===== src/rtl/wdt_pkg.sv =====
package wdt_pkg;
  localparam int CODE_W = 4;
  localparam logic [CODE_W-1:0] CODE_IMM = 4'd8;

  // Control/status word layout, MSB first
  typedef struct packed {
    logic [CODE_W-1:0] code;
    logic              irq_sel;
    logic              flag;
    logic              en;
    logic              arm;
  } wdt_word_t;

  function automatic logic is_immediate(input logic [CODE_W-1:0] code);
    return code >= CODE_IMM;
  endfunction

  // Last count value before expiry: 2^(base_log2+code) - 1
  function automatic logic [31:0] terminal_count(input int unsigned base_log2,
                                                 input logic [CODE_W-1:0] code);
    logic [31:0] one;
    one = 32'd1;
    return (one << (base_log2 + 32'(code[CODE_W-2:0]))) - 32'd1;
  endfunction
endpackage


===== src/rtl/wdt_ctrl_regs.sv =====
module wdt_ctrl_regs
  import wdt_pkg::*;
(
  input  logic              clk,
  input  logic              rst_n,
  input  logic              wr_en,
  input  wdt_word_t         wr_word,
  input  logic              expire,
  output logic [CODE_W-1:0] code,
  output logic              irq_sel,
  output logic              en,
  output logic              flag,
  output logic              arm,
  output logic              wr_accept,
  output logic              refresh
);
  logic [CODE_W-1:0] code_q;
  logic irq_q, en_q, flag_q, arm_q;

  assign wr_accept = wr_en & arm_q;
  assign refresh   = wr_accept & wr_word.en;

  always_ff @(posedge clk or negedge rst_n) begin
    if (!rst_n) begin
      code_q <= '0;
      irq_q  <= 1'b0;
      en_q   <= 1'b0;
      flag_q <= 1'b0;
      arm_q  <= 1'b0;
    end else begin
      arm_q <= wr_en & ~arm_q & wr_word.arm;
      if (wr_accept) begin
        code_q <= wr_word.code;
        irq_q  <= wr_word.irq_sel;
        en_q   <= wr_word.en;
      end
      if (expire)
        flag_q <= 1'b1;
      else if (wr_accept && !wr_word.flag)
        flag_q <= 1'b0;
    end
  end

  assign code    = code_q;
  assign irq_sel = irq_q;
  assign en      = en_q;
  assign flag    = flag_q;
  assign arm     = arm_q;
endmodule


===== src/rtl/wdt_counter.sv =====
module wdt_counter
  import wdt_pkg::*;
#(
  parameter int unsigned BASE_LOG2 = 9
) (
  input  logic              clk,
  input  logic              rst_n,
  input  logic              tick,
  input  logic              en,
  input  logic              flag,
  input  logic              clear,
  input  logic [CODE_W-1:0] code,
  output logic              expire
);
  localparam int unsigned MAX_SHIFT = (1 << (CODE_W - 1)) - 1;
  localparam int unsigned CNT_W     = BASE_LOG2 + MAX_SHIFT;

  logic [CNT_W-1:0] cnt_q;
  logic [CNT_W-1:0] term;
  logic imm, hit_regular, hit_imm;

  assign term        = CNT_W'(terminal_count(BASE_LOG2, code));
  assign imm         = is_immediate(code);
  assign hit_regular = en & ~imm & tick & (cnt_q >= term);
  assign hit_imm     = en & imm & ~flag;
  assign expire      = hit_regular | hit_imm;

  always_ff @(posedge clk or negedge rst_n) begin
    if (!rst_n)
      cnt_q <= '0;
    else if (!en || clear || imm || hit_regular)
      cnt_q <= '0;
    else if (tick)
      cnt_q <= cnt_q + 1'b1;
  end
endmodule


===== src/rtl/wdt_guard.sv =====
module wdt_guard
  import wdt_pkg::*;
#(
  parameter int unsigned BASE_LOG2 = 9
) (
  input  logic       clk,
  input  logic       rst_n,
  input  logic       tick_i,
  input  logic       kick_i,
  input  logic       wr_en_i,
  input  logic [7:0] wr_data_i,
  output logic [7:0] stat_o,
  output logic       rst_req_o,
  output logic       irq_o
);
  wdt_word_t         wr_word;
  logic [CODE_W-1:0] code_w;
  logic irq_sel_w, en_w, flag_w, arm_w, wr_accept_w, refresh_w, expire_w;
  logic rst_req_q;

  assign wr_word = wdt_word_t'(wr_data_i);

  wdt_ctrl_regs u_regs (
    .clk       (clk),
    .rst_n     (rst_n),
    .wr_en     (wr_en_i),
    .wr_word   (wr_word),
    .expire    (expire_w),
    .code      (code_w),
    .irq_sel   (irq_sel_w),
    .en        (en_w),
    .flag      (flag_w),
    .arm       (arm_w),
    .wr_accept (wr_accept_w),
    .refresh   (refresh_w)
  );

  wdt_counter #(.BASE_LOG2(BASE_LOG2)) u_cnt (
    .clk    (clk),
    .rst_n  (rst_n),
    .tick   (tick_i),
    .en     (en_w),
    .flag   (flag_w),
    .clear  (kick_i | refresh_w),
    .code   (code_w),
    .expire (expire_w)
  );

  always_ff @(posedge clk or negedge rst_n) begin
    if (!rst_n) rst_req_q <= 1'b0;
    else        rst_req_q <= expire_w & ~irq_sel_w;
  end

  assign rst_req_o = rst_req_q;
  assign irq_o     = flag_w & irq_sel_w;
  assign stat_o    = {code_w, irq_sel_w, flag_w, en_w, arm_w};
endmodule


===== config.mk =====
export PLATFORM = sky130hd
export DESIGN_NAME = wdt_guard
export DESIGN_NICKNAME = d
export VERILOG_FILES = /design/src/rtl/wdt_pkg.sv /design/src/rtl/wdt_ctrl_regs.sv /design/src/rtl/wdt_counter.sv /design/src/rtl/wdt_guard.sv
export SDC_FILE = /design/constraint.sdc
export NUM_CORES = 1
export LEC_CHECK = 0
export ABC_AREA = 1
export BUFFER_PORTS_ARGS = -buffer_cell sky130_fd_sc_hd__buf_2
export CAP_MARGIN = 20
export CORE_ASPECT_RATIO = 1.75
export CORE_MARGIN = 2
export CORE_UTILIZATION = 50
export CTS_CLUSTER_DIAMETER = 80
export DETAILED_ROUTE_END_ITERATION = 8
export HOLD_SLACK_MARGIN = 0.03
export PLACE_DENSITY_LB_ADDON = 0.12
export SYNTH_ARGS = -nofsm -noshare
export SYNTH_HDL_FRONTEND = slang
export SYNTH_SLANG_ARGS = --single-unit

===== constraint.sdc =====
create_clock -name clk -period 6.7 [get_ports clk]
set_input_delay 1.34 -clock clk [delete_from_list [all_inputs] [get_ports clk]]
set_output_delay 1.34 -clock clk [all_outputs]
set_load 0.02 [all_outputs]

==> flow_metrics.tcl <==
set metrics [dict create \
    status "finished clean" \
    rr_endpoint "u_cnt.cnt_q[0]" \
    crit_required_ns 6.89 \
    vias_per_cell 5.21 \
    num_vias 1865 \
    grt_pass1_vias 1835 \
    irDropWorstVdd_v 0.000137 \
    slew_headroom 0.617 \
    final_util 0.552 \
    timing.final.hold_violations 0 \
    worstPathBufferInverterCount 5 \
    holdPathStages 1 \
    pin_count 23 \
    grt_overflow 0 \
    period_minus_slack_ns 3.37 \
    hold_start "u_regs.arm" \
    crit_top_cell "nand2_1" \
    cp_max_fo 25 \
    tightestPinTransition_ns 0.575 \
    cts_tree "yes" \
    diodes 0 \
    fp.dieW_um 53.2 \
    reg2reg_depth 23 \
    seqCellArea_um2 626 \
    gp_congestion 0.809 \
    syn-cell-area_mm2 0.00212 \
    n_fill_cell 411 \
    slowest_stage "dfrtp_1" \
    crit_family "simple AND/OR/NAND/NOR gates" \
    placedCellCount 354 \
    antenna_found_initial 0 \
    clock_sinks 25 \
    port_buffers 22 \
    drv_slew 0 \
    whs_ns 0.454 \
    fin_tns_setup_ns 0 \
    core_mm2 0.00411 \
    clk_path_buf_depth 2 \
    crit_type "reg2reg" \
    synth-seq-area-share 0.295 \
    period_share 0.503 \
    h-tree-depth 1 \
    clk_pin_slew_ns 0.09 \
    netlist.area_leader.share 0.295 \
    crit_chain "nand2_1 > inv_2 > ha_1 > inv_1 > nand2_1 > nor2_1 > inv_1 > ha_1 > o21ai_4 > inv_1 > nand2_1 > a21oi_1 > a31oi_1 > ha_1 > nand2_1 > inv_1 > nand3_1 > a31oi_1 > nor2_1 > nand2_2 > nand2_4 > nand2_1 > nor3_1" \
    final.setup_skew_ns 0.00370 \
    grt_pass1_wl_mm 7.94 \
    synth.avg_cell_area_um2 7.22 \
    fmax_mhz 297 \
    start_util 0.516 \
    crit_start "u_regs.code[0]" \
    die_h_um 90.2 \
    p_leak_uw 0.00130 \
    reg2reg_from "u_regs.code[0]" \
    grt_usage 0.214 \
    r2r_slack_ns 3.33 \
    rows 31 \
    ys_ff_latch 25 \
    cpPeakStageDelay_ns 0.43 \
    fin_cells 358 \
    worstSetupEndpointType "register" \
    avgRoutedWirePerCell_um 12.9 \
    syn2layout_area_growth_pct 7.02 \
    numCtsBuffers 3 \
    maxCapViolCount 0 \
    grt_max_degree 26 \
    min_to "u_regs.arm" \
    synthDistinctLibCells 29 \
    cts_resized 0 \
    ant_nets 0 \
    nets 343 \
    drc 0 \
    root_buffer "clkbuf_8" \
    hold_buffers 0 \
    startpoint_type "register" \
    rsz0062_at_grt "no" \
    synth_area_leaders "dfrtp_1 (29%), nand2_1 (14%), ha_1 (12%)" \
    multiInputGateArea_mm2 0.00126 \
    wl_mm 4.63 \
    dp_hpwl_mm 3.58 \
    insertion_delay_ns 0.27 \
    postCtsSetupRepairBufs 0 \
    synth_nets 327 \
    die_area_mm2 0.00480 \
    postSynthCellCount 294 \
    hold_path_class "reg2reg" \
    drt_iter0_drc 52 \
    dr.pass1.iters 4 \
    ys_warn_count 0 \
    critPathArrivalTime_ns 3.56 \
    place_ws_ns 3.35 \
    fin_ws_ns 3.33 \
    drive_gt1_frac 0.113 \
    yosys.area.top_type "dfrtp_1" \
    power_density_mw_per_mm2 188 \
    setup-violations-final 0 \
]
==> power breakdown <==
part,total (uW),internal (uW),switching [uW],leakage (uW)
Combinational,158,54.6,103,0.000945
Clock,93.9,42.2,51.6,0.0000217
Sequential,175,162,12.8,0.000336
Total,427,259,168,0.00130
==> cell type report <==
cell class	instances	share of cell area
multi-input combinational	216	0.556
sequential	25	0.275
inverter	41	0.0678
timing repair buffer	23	0.0518
tap	49	0.0270
clock buffer	3	0.0182
clock inverter	1	0.00331
==> synthesized netlist by cell type <==
master / count
nand2_2: 1
buf_2: 3
xor2_1: 16
nor3_1: 5
inv_1: 40
nand3b_1: 1
nor2_1: 31
ha_1: 20
a31oi_1: 2
xnor2_1: 3
buf_6: 2
o21ai_4: 1
buf_4: 4
nand4_1: 24
nand2_4: 2
dfrtp_1: 25
buf_1: 1
nand2_1: 77
a21oi_2: 2
o31ai_1: 1
o21ai_0: 7
conb_1: 1
clkbuf_1: 2
nand3_1: 12
a21oi_1: 6
nor4_1: 2
a2111oi_4: 1
inv_2: 1
nor3b_1: 1
==> per-layer routing <==
| metal | part of all wire | vias to the layer above | GRT usage | routed length [um] |
|---|---|---|---|---|
| li1 | - | 979 | - | - |
| met5 | 0 | - | 0 | 0 |
| met1 | 0.43 | 857 | 0.251 | 1990 |
| met3 | 0.024 | 5 | 0.0150 | 112 |
| met4 | 0.012 | 0 | 0.0684 | 55 |
| met2 | 0.53 | 24 | 0.389 | 2470 |
==> state kept, by name, indices dropped and copies added, names as in the netlist <==
name            cells
u_regs.irq_sel      1
u_regs.code         4
u_cnt.cnt_q        16
rst_req_o           1
u_regs.arm          1
u_regs.en           1
u_regs.flag         1
==> cells by family after synthesis <==
logic type / Yosys count / synth area share
AOI/OAI and AO/OA: 20 / 0.0690
buffers and inverters: 53 / 0.110
and+or+nand+nor: 156 / 0.328
DFF: 25 / 0.295
adders and majority gates: 20 / 0.118
xor gates and xnor gates: 19 / 0.0784
other: 1 / 0.00177
==> worst max-delay path by stage <==
stage                           endpoint  slack [ns]  cells past startpoint
after floorplan           u_cnt.cnt_q[8]        3.76                     20
after global placement    u_cnt.cnt_q[0]        3.36                     23
after detailed placement  u_cnt.cnt_q[0]        3.35                     23
after CTS                 u_cnt.cnt_q[0]        3.31                     23
after global routing      u_cnt.cnt_q[0]        2.99                     23
final                     u_cnt.cnt_q[0]        3.33                     23
==> cells in the final DEF (no fill, tap or decap), types with 5 or more instances in the layout <==
| master | synthesis | final |
|---|---|---|
| o21ai_0 | 7 | 7 |
| nand3_1 | 12 | 12 |
| inv_1 | 40 | 40 |
| ha_1 | 20 | 20 |
| dfrtp_1 | 25 | 25 |
| nand2_1 | 77 | 77 |
| nor2_1 | 31 | 31 |
| xor2_1 | 16 | 16 |
| nand4_1 | 24 | 24 |
| nor3_1 | 5 | 5 |
| a21oi_1 | 6 | 6 |
| buf_2 | 3 | 22 |
==> through the flow <==
step | power, uW | area (um2)
floorplan | 301 | 2120
global placement | 336 | 2220
detailed placement | 337 | 2220
CTS | 430 | 2270
global route | 455 | 2270
finish | 427 | 2270
No activity file was read; power rests on OpenSTA's default activity.
